`src/rtl/wp_pkg.sv`:
```
package wp_pkg;

    localparam int NCH    = 4;
    localparam int AW     = 32;
    localparam int IW     = 32;
    localparam int DW     = 32;
    localparam int PID_W  = 8;
    localparam int CNT_W  = 8;
    localparam int PRED_W = $clog2(NCH);
    localparam int SEL_W  = 2;
    localparam int CFG_AW = PRED_W + SEL_W;

    // control word bit positions
    localparam int CTL_EN     = 0;
    localparam int CTL_KIND   = 1;
    localparam int CTL_CHAIN  = 4;
    localparam int CTL_PRED   = 5;
    localparam int CTL_TOUT   = 7;
    localparam int CTL_PID    = 8;
    localparam int CTL_PIDDC  = CTL_PID + PID_W;
    localparam int CTL_MODE   = CTL_PIDDC + 1;
    localparam int CTL_MODEDC = CTL_MODE + 1;
    localparam int CTL_REL    = DW - CNT_W;

    typedef enum logic [2:0] {
        WK_FETCH  = 3'd0,
        WK_OPWR   = 3'd1,
        WK_INSN   = 3'd2,
        WK_BRANCH = 3'd3,
        WK_TRIGIN = 3'd4
    } wp_kind_e;

    typedef struct packed {
        logic              en;
        wp_kind_e          kind;
        logic              chain;
        logic [PRED_W-1:0] pred;
        logic              tout;
        logic [PID_W-1:0]  pid;
        logic              pid_dc;
        logic              mode;
        logic              mode_dc;
        logic [CNT_W-1:0]  reload;
        logic [AW-1:0]     lo;
        logic [AW-1:0]     hi;
    } wp_cfg_t;

    typedef struct packed {
        logic [CNT_W-1:0] cnt;
        logic             armed;
    } wp_chan_st_t;

endpackage

```
`src/rtl/wp_cfg_regs.sv`:
```
module wp_cfg_regs
    import wp_pkg::*;
(
    input  logic                       clk,
    input  logic                       rst_n,
    input  logic                       cfg_we,
    input  logic [CFG_AW-1:0]          cfg_addr,
    input  logic [DW-1:0]              cfg_wdata,
    output wp_cfg_t [NCH-1:0]          cfg_o,
    output logic [NCH-1:0]             clr_o
);

    typedef struct packed {
        wp_cfg_t [NCH-1:0] cfg;
    } regs_t;

    regs_t             regs_d, regs_q;
    logic [PRED_W-1:0] ch;
    logic              unused_wbits;

    assign unused_wbits = ^cfg_wdata[CTL_REL-1:CTL_MODEDC+1];

    always_comb begin
        regs_d = regs_q;
        clr_o  = '0;
        ch     = cfg_addr[CFG_AW-1:SEL_W];
        if (cfg_we) begin
            case (cfg_addr[SEL_W-1:0])
                2'd0: begin
                    regs_d.cfg[ch].en      = cfg_wdata[CTL_EN];
                    regs_d.cfg[ch].kind    = wp_kind_e'(cfg_wdata[CTL_KIND +: 3]);
                    regs_d.cfg[ch].chain   = cfg_wdata[CTL_CHAIN];
                    regs_d.cfg[ch].pred    = cfg_wdata[CTL_PRED +: PRED_W];
                    regs_d.cfg[ch].tout    = cfg_wdata[CTL_TOUT];
                    regs_d.cfg[ch].pid     = cfg_wdata[CTL_PID +: PID_W];
                    regs_d.cfg[ch].pid_dc  = cfg_wdata[CTL_PIDDC];
                    regs_d.cfg[ch].mode    = cfg_wdata[CTL_MODE];
                    regs_d.cfg[ch].mode_dc = cfg_wdata[CTL_MODEDC];
                    regs_d.cfg[ch].reload  = cfg_wdata[CTL_REL +: CNT_W];
                    clr_o[ch]              = 1'b1;
                end
                2'd1:    regs_d.cfg[ch].lo = cfg_wdata[AW-1:0];
                2'd2:    regs_d.cfg[ch].hi = cfg_wdata[AW-1:0];
                default: clr_o[ch] = 1'b1;
            endcase
        end
    end

    always_ff @(posedge clk or negedge rst_n) begin
        if (!rst_n) regs_q <= '0;
        else        regs_q <= regs_d;
    end

    assign cfg_o = regs_q.cfg;

endmodule

```
`src/rtl/wp_channel.sv`:
```
module wp_channel
    import wp_pkg::*;
(
    input  logic             clk,
    input  logic             rst_n,
    input  wp_cfg_t          cfg,
    input  logic             clr,
    input  logic             pred_fire,
    input  logic             fetch_valid,
    input  logic [AW-1:0]    fetch_addr,
    input  logic [IW-1:0]    insn_word,
    input  logic             op_valid,
    input  logic             op_write,
    input  logic [AW-1:0]    op_addr,
    input  logic             br_taken,
    input  logic [AW-1:0]    br_target,
    input  logic [PID_W-1:0] cur_pid,
    input  logic             cur_mode,
    input  logic             trig_in_n,
    output logic             hit,
    output logic             armed
);

    wp_chan_st_t st_d, st_q;
    logic        raw, pid_ok, mode_ok, event_ok;
    logic        unused_fields;

    assign unused_fields = ^{cfg.tout, cfg.pred};

    always_comb begin
        case (cfg.kind)
            WK_FETCH:  raw = fetch_valid && (fetch_addr >= cfg.lo) && (fetch_addr <= cfg.hi);
            WK_OPWR:   raw = op_valid && op_write && (op_addr >= cfg.lo) && (op_addr <= cfg.hi);
            WK_INSN:   raw = fetch_valid && (((insn_word ^ cfg.lo[IW-1:0]) & cfg.hi[IW-1:0]) == '0);
            WK_BRANCH: raw = br_taken && (br_target >= cfg.lo) && (br_target <= cfg.hi);
            WK_TRIGIN: raw = !trig_in_n;
            default:   raw = 1'b0;
        endcase
        pid_ok   = cfg.pid_dc || (cur_pid == cfg.pid);
        mode_ok  = cfg.mode_dc || (cur_mode == cfg.mode);
        event_ok = cfg.en && (!cfg.chain || st_q.armed) && pid_ok && mode_ok && raw;
        hit      = event_ok && (st_q.cnt == cfg.reload);

        st_d = st_q;
        if (event_ok) st_d.cnt = hit ? '0 : st_q.cnt + 1'b1;
        if (hit)       st_d.armed = 1'b0;
        if (pred_fire) st_d.armed = 1'b1;
        if (clr)       st_d = '0;
    end

    always_ff @(posedge clk or negedge rst_n) begin
        if (!rst_n) st_q <= '0;
        else        st_q <= st_d;
    end

    assign armed = st_q.armed;

endmodule

```
`src/rtl/wp_seq_top.sv`:
```
module wp_seq_top
    import wp_pkg::*;
(
    input  logic                 clk,
    input  logic                 rst_n,
    input  logic                 cfg_we,
    input  logic [CFG_AW-1:0]    cfg_addr,
    input  logic [DW-1:0]        cfg_wdata,
    input  logic                 fetch_valid,
    input  logic [AW-1:0]        fetch_addr,
    input  logic [IW-1:0]        insn_word,
    input  logic                 op_valid,
    input  logic                 op_write,
    input  logic [AW-1:0]        op_addr,
    input  logic                 br_taken,
    input  logic [AW-1:0]        br_target,
    input  logic [PID_W-1:0]     cur_pid,
    input  logic                 cur_mode,
    input  logic                 trig_in_n,
    output logic [NCH-1:0]       hit_o,
    output logic                 trig_out_n
);

    typedef struct packed {
        logic [NCH-1:0] hit;
        logic           trig_n;
    } out_t;

    wp_cfg_t [NCH-1:0] cfg;
    logic [NCH-1:0]    clr;
    logic [NCH-1:0]    hit_raw;
    logic [NCH-1:0]    pred_fire;
    logic [NCH-1:0]    armed;
    out_t              out_d, out_q;

    wp_cfg_regs u_regs (
        .clk       (clk),
        .rst_n     (rst_n),
        .cfg_we    (cfg_we),
        .cfg_addr  (cfg_addr),
        .cfg_wdata (cfg_wdata),
        .cfg_o     (cfg),
        .clr_o     (clr)
    );

    always_comb begin
        for (int c = 0; c < NCH; c++) begin
            pred_fire[c] = hit_raw[cfg[c].pred];
        end
    end

    for (genvar c = 0; c < NCH; c++) begin : g_ch
        wp_channel u_ch (
            .clk         (clk),
            .rst_n       (rst_n),
            .cfg         (cfg[c]),
            .clr         (clr[c]),
            .pred_fire   (pred_fire[c]),
            .fetch_valid (fetch_valid),
            .fetch_addr  (fetch_addr),
            .insn_word   (insn_word),
            .op_valid    (op_valid),
            .op_write    (op_write),
            .op_addr     (op_addr),
            .br_taken    (br_taken),
            .br_target   (br_target),
            .cur_pid     (cur_pid),
            .cur_mode    (cur_mode),
            .trig_in_n   (trig_in_n),
            .hit         (hit_raw[c]),
            .armed       (armed[c])
        );
    end

    always_comb begin
        out_d.hit    = hit_raw;
        out_d.trig_n = 1'b1;
        for (int c = 0; c < NCH; c++) begin
            if (hit_raw[c] && cfg[c].tout) out_d.trig_n = 1'b0;
        end
    end

    always_ff @(posedge clk or negedge rst_n) begin
        if (!rst_n) out_q <= '{hit: '0, trig_n: 1'b1};
        else        out_q <= out_d;
    end

    assign hit_o      = out_q.hit;
    assign trig_out_n = out_q.trig_n;

endmodule

```
`config.mk`:
```
export PLATFORM = sky130hd
export DESIGN_NAME = wp_seq_top
export DESIGN_NICKNAME = d
export VERILOG_FILES = /design/src/rtl/wp_pkg.sv /design/src/rtl/wp_cfg_regs.sv /design/src/rtl/wp_channel.sv /design/src/rtl/wp_seq_top.sv
export SDC_FILE = /design/constraint.sdc
export NUM_CORES = 2
export LEC_CHECK = 0
export BUFFER_PORTS_ARGS = -buffer_cell sky130_fd_sc_hd__buf_2
export CORE_MARGIN = 5
export CORE_UTILIZATION = 25
export DETAILED_ROUTE_END_ITERATION = 8
export PLACE_DENSITY_LB_ADDON = 0.3
export SLEW_MARGIN = 20
export SYNTH_ARGS = -nofsm -noshare
export SYNTH_HDL_FRONTEND = slang
export SYNTH_SLANG_ARGS = --single-unit
```
`constraint.sdc`:
```
create_clock -name clk -period 4.7 [get_ports clk]
set_clock_uncertainty 0.2 [all_clocks]
set_input_delay 0.705 -clock clk [delete_from_list [all_inputs] [get_ports clk]]
set_output_delay 0.705 -clock clk [all_outputs]
set_load 0.005 [all_outputs]
```
**Word-level counts from Yosys, hierarchy flattened**

Index checks and enable logic that the tools add are counted.

- Flip-flop bits (word level): 405
- Bits of input ports: 181
- Output and inout port bits: 5
- Logic and storage cells: 298

- Add/sub/neg operators: 4
- $lt $le $gt $ge: 30
- Equality and inequality tests: 30
- Multiplexer cells: 77
- Bitwise gates (word level): 8
- Reduce and logical (&&, ||, !) cells: 91

Operators by type and width:

| kind | number |
|---|---|
| 364-bit bitwise mux | 12 |
| 91-bit demux with 2-bit select | 12 |
| 364-bit case mux with 3 select lines | 1 |
| 32-bit >= comparator | 12 |
| 32-bit <= comparator | 12 |
| 32-bit bitwise AND | 4 |
| 32-bit logical NOT | 4 |
| 32-bit bitwise XOR | 4 |
| 91-bit 2-to-1 mux | 1 |
| 90-bit 2-to-1 mux | 1 |
| 87-bit 2-to-1 mux | 1 |
| 86-bit 2-to-1 mux | 1 |
| 84-bit 2-to-1 mux | 1 |
| 83-bit 2-to-1 mux | 1 |
| 75-bit 2-to-1 mux | 1 |
| 74-bit 2-to-1 mux | 1 |
| 73-bit 2-to-1 mux | 1 |
| 72-bit 2-to-1 mux | 1 |
| 8-bit == test | 8 |
| 64-bit 2-to-1 mux | 1 |
| 8-bit 2-to-1 mux | 8 |
| 1-bit logical AND | 54 |
| 9-bit 2-to-1 mux | 4 |
| 8-bit by 1-bit adder with 8-bit output, second input constant | 4 |
| 22 further kinds | 90 |

**Logic depth before layout (Yosys ltp)**

- Depth after elaboration: 15
- Depth in mapped cells: 13
- Depth with buffers taken out: 13

**Modules after synthesis**

Synthesis repeated with hierarchy kept, for this count alone.

- Cells, all modules: 3653
- Area, all modules: 35670.5 µm²

By module, submodules not included:

| module | instances | cells an instance | area an instance (µm²) | sequential area each (µm²) |
|---|---|---|---|---|
| wp_channel | 4 | 688 | 5537.8 | 225.2 |
| wp_cfg_regs | 1 | 890 | 13284.0 | 9108.7 |
| wp_seq_top | 1 | 11 | 235.2 | 126.4 |

**Least setup slack after synthesis**

OpenSTA, ideal clock, no wires.

- Path kind: input-to-reg
- From: input fetch_addr[19]
- To: register out_q, in the netlist trig_out_n
- Setup time: 73 ps
- Arrival time: 3335 ps
- Required time: 4427 ps
- Slack: 1091 ps
- Cell stages on the path: 11
- Path buffers: 0
- Path through: ha_1 > a21oi_2 > o21ai_1 > a221o_1 > a2111o_1 > a41o_1 > and3_4 > or4_4 > and3_4 > a222oi_1 > a21boi_1

RTL lines:

| element | line | RTL |
|---|---|---|
| start, declared | wp_seq_top.sv:10 | `input logic [AW-1:0] fetch_addr,` |
| end signal, assigned | wp_seq_top.sv:84 | `if (!rst_n) out_q <= '{hit: '0, trig_n: 1'b1};` |
| end signal, assigned | wp_seq_top.sv:85 | `else out_q <= out_d;` |
| end, declared | wp_seq_top.sv:34 | `out_t out_d, out_q;` |

==> impl_metrics.ini <==
[grt]
grt_max_degree = 86
grt_usage_pct = 23.96
grt-ovfl-total = 0
grt_pass1_wl_um = 257700
grt_antenna_before_repair = 26
grt_pass1_vias = 32875

[yosys]
syn_nets = 4809
yosysUniqueCellTypes = 78
synth_top_cells_by_count = 775 x ha_1, 404 x dfrtp_1, 303 x a21oi_1
yosysWarnings = 0
synth_top_cell_by_area = dfrtp_1
synthMostInstantiatedCell = ha_1
ys_seq_area_share_pct = 28.48
synth-main-ff-cell = dfrtp_1
async_reset_ff_share_pct = 100.0
syn_avg_cell_area_sq_um = 9.236
synthCells = 3853
yosys-top-cells-area = dfrtp_1 28%, ha_1 27%, a22o_1 7.1%
ys_ff_latch = 405
syn_area_sq_mm = 0.03559
synth_edf_count = 0
synth.top_cell.area_share_pct = 28.41

[detailed_routing]
viasPerCell = 5.506
route.detailed.wl_per_inst_um = 30.38
routed_wirelength_um = 186600
drcViolationCount = 0
drtAntennaViolNets = 0
dr.pass1.iters = 5
drtIter0Drc = 3119
num_vias = 33819

[worst_setup_path]
arrival_ps = 5030
r2r_slack_ps = 30
startpoint_type = flop
worstSetupPathType = flop to flop
worst_ep_required_time_ps = 5060
cp-end-kind = flop
crit_fanout = 11

[layout]
nets = 5159
multiInputGateArea_sq_mm = 0.02399
seqCellArea_sq_mm = 0.01014
fillers = 15101
drive_above_1_share_pct = 13.22
area_growth_syn_to_layout_pct = 18.94
final_cells = 6142
final_area_sq_mm = 0.04233

[sta]
maxSlewHeadroom_pct = 24.17
finalMaxSlewViolations = 0
finalHoldViolCount = 0
worstMarginPinSlew_ps = 1123
final.period_utilization_pct = 99.37
whs_ps = 208.9
max_freq_mhz = 214.1
finalCriticalPeriod_ps = 4670
finalSetupViolations = 0

[clock_tree]
htreeDepth = 2
cts-root-buf = clkbuf_16
cts_tree = built
clk_path_buf_depth = 3
path_clk_slew_ps = 60
cts_buffers = 51
cts.sinks = 405
clock_latency_ps = 690

[floorplanning]
die-width_um = 387.3
die_y_um = 387.3
coreArea_sq_mm = 0.1416
rows = 138
io_pins = 186
die-area_sq_mm = 0.1500
start_util_pct = 25.13

[power]
power-per-cell-area_mw_per_mm2 = 320.7
p_leak_nw = 18.63
peakVddDrop_uv = 254.3
finalPower_mw = 13.58

[status]
outcome = finished, final reports clean

[placement]
hpwl_um = 152200
dp.cells = 6039
dpl-instance-area_sq_mm = 0.04048
io_buffers = 185
gp_congestion = 1.030

[job]
maxCapViolations = 0

[hold_path]
min_path_type = flop to flop
==> where the power goes <==
group	switching, mW	internal, mW
sequential	0.370	3.82
combinational	3.22	1.83
clock	1.81	2.52
total	5.40	8.17
==> cell families (layout without fill, tap and decap cells) <==
| logic type | count (synthesis) | count (layout) | share of synthesized area, % |
|---|---|---|---|
| AND/OR/NAND/NOR | 885 | 885 | 12.73 |
| AO/OA/AOI/OAI | 1172 | 1172 | 22.18 |
| flip-flops | 405 | 405 | 28.48 |
| XOR/XNOR | 199 | 199 | 4.898 |
| adder cells (fa/ha/maj) | 775 | 775 | 27.25 |
| buffers and inverters | 414 | 804 | 4.374 |
| multiplexers | 3 | 3 | 0.08790 |
| other | 0 | 9 | 0 |
==> layout by cell type, fill, tap and decap left out, types with 20 or more instances in the layout <==
master | netlist | layout
ha_1 | 775 | 775
dfrtp_1 | 404 | 404
a21oi_1 | 303 | 303
nand2_1 | 302 | 302
a22o_1 | 289 | 289
inv_1 | 279 | 278
o21ai_0 | 237 | 237
buf_4 | 0 | 231
buf_2 | 2 | 184
xnor2_1 | 145 | 145
nand4_1 | 134 | 134
nor2_1 | 122 | 114
nand3_1 | 84 | 84
a21o_1 | 83 | 82
o22ai_1 | 54 | 54
xor2_1 | 54 | 54
clkbuf_16 | 0 | 52
nor4_1 | 43 | 43
nor3_1 | 36 | 36
nor2b_1 | 34 | 34
a211oi_1 | 31 | 31
and4_1 | 23 | 23
nand2b_1 | 21 | 20
==> path summary, 6_finish.rpt <==
kind | start | to | depth (start not counted)
max | flop | g_ch[1].u_ch.st_q[4]$_DFFE_PN0P_ | 14
min | flop | trig_out_n$_DFF_PN1_ | 1
max reg2reg | flop | g_ch[1].u_ch.st_q[4]$_DFFE_PN0P_ | 14
min reg2reg | flop | trig_out_n$_DFF_PN1_ | 1
max in group asynchronous | rst_n | asynchronous set/reset pin | 3
min in group asynchronous | rst_n | g_ch[2].u_ch.st_q[7]$_DFFE_PN0P_ | 2
==> through the flow <==
step | utilization, % | setup slack (ps) | TNS (ps)
CTS | 29.86 | 83.55 | 0
global placement | 28.59 | -552.6 | -5018
floorplan | - | 1091 | 0
detailed placement | 28.59 | -516.4 | -4951
global route | 29.89 | -2.103 | -2.103
finish | 29.89 | 29.50 | 0
==> per-layer routing <==
metal | routed length (um) | GRT usage, % | up-vias | share of wire, %
met2 | 80500 | 36.73 | 1459 | 43
met5 | 66 | 0 | - | 0.035
met1 | 79450 | 31.48 | 16769 | 43
met4 | 12320 | 13.28 | 10 | 6.6
met3 | 14290 | 4.901 | 365 | 7.7
li1 | - | - | 15216 | -
==> critical path, stage by stage, from the launching register on <==
cell,delay (ps)
dfrtp_1,440
inv_1,170
ha_1,330
nand2_1,50
nor2_1,180
buf_4,160
or4b_2,640
a21oi_1,380
o31ai_1,130
a221oi_2,700
o31ai_2,180
buf_4,210
nand2b_4,170
or3b_2,470
a21oi_1,150
==> cell type report <==
| type | count | share of cell area, % |
|---|---|---|
| Clock inverter | 29 | 0.9755 |
| Timing Repair Buffer | 432 | 7.042 |
| Antenna cell | 9 | 0.05321 |
| Clock buffer | 64 | 3.228 |
| Sequential cell | 405 | 23.95 |
| Multi-Input combinational cell | 3034 | 56.68 |
| Inverter | 279 | 2.483 |
| Tap cell | 1890 | 5.587 |
==> repair_timing <==
item	in CTS	in global routing
buffers inserted	0	0
gates resized for setup	2	4
endpoints found under the hold margin	76	0
hold buffers	1	0
setup endpoints to repair	9	9
No activity file was read; power rests on OpenSTA's default activity.
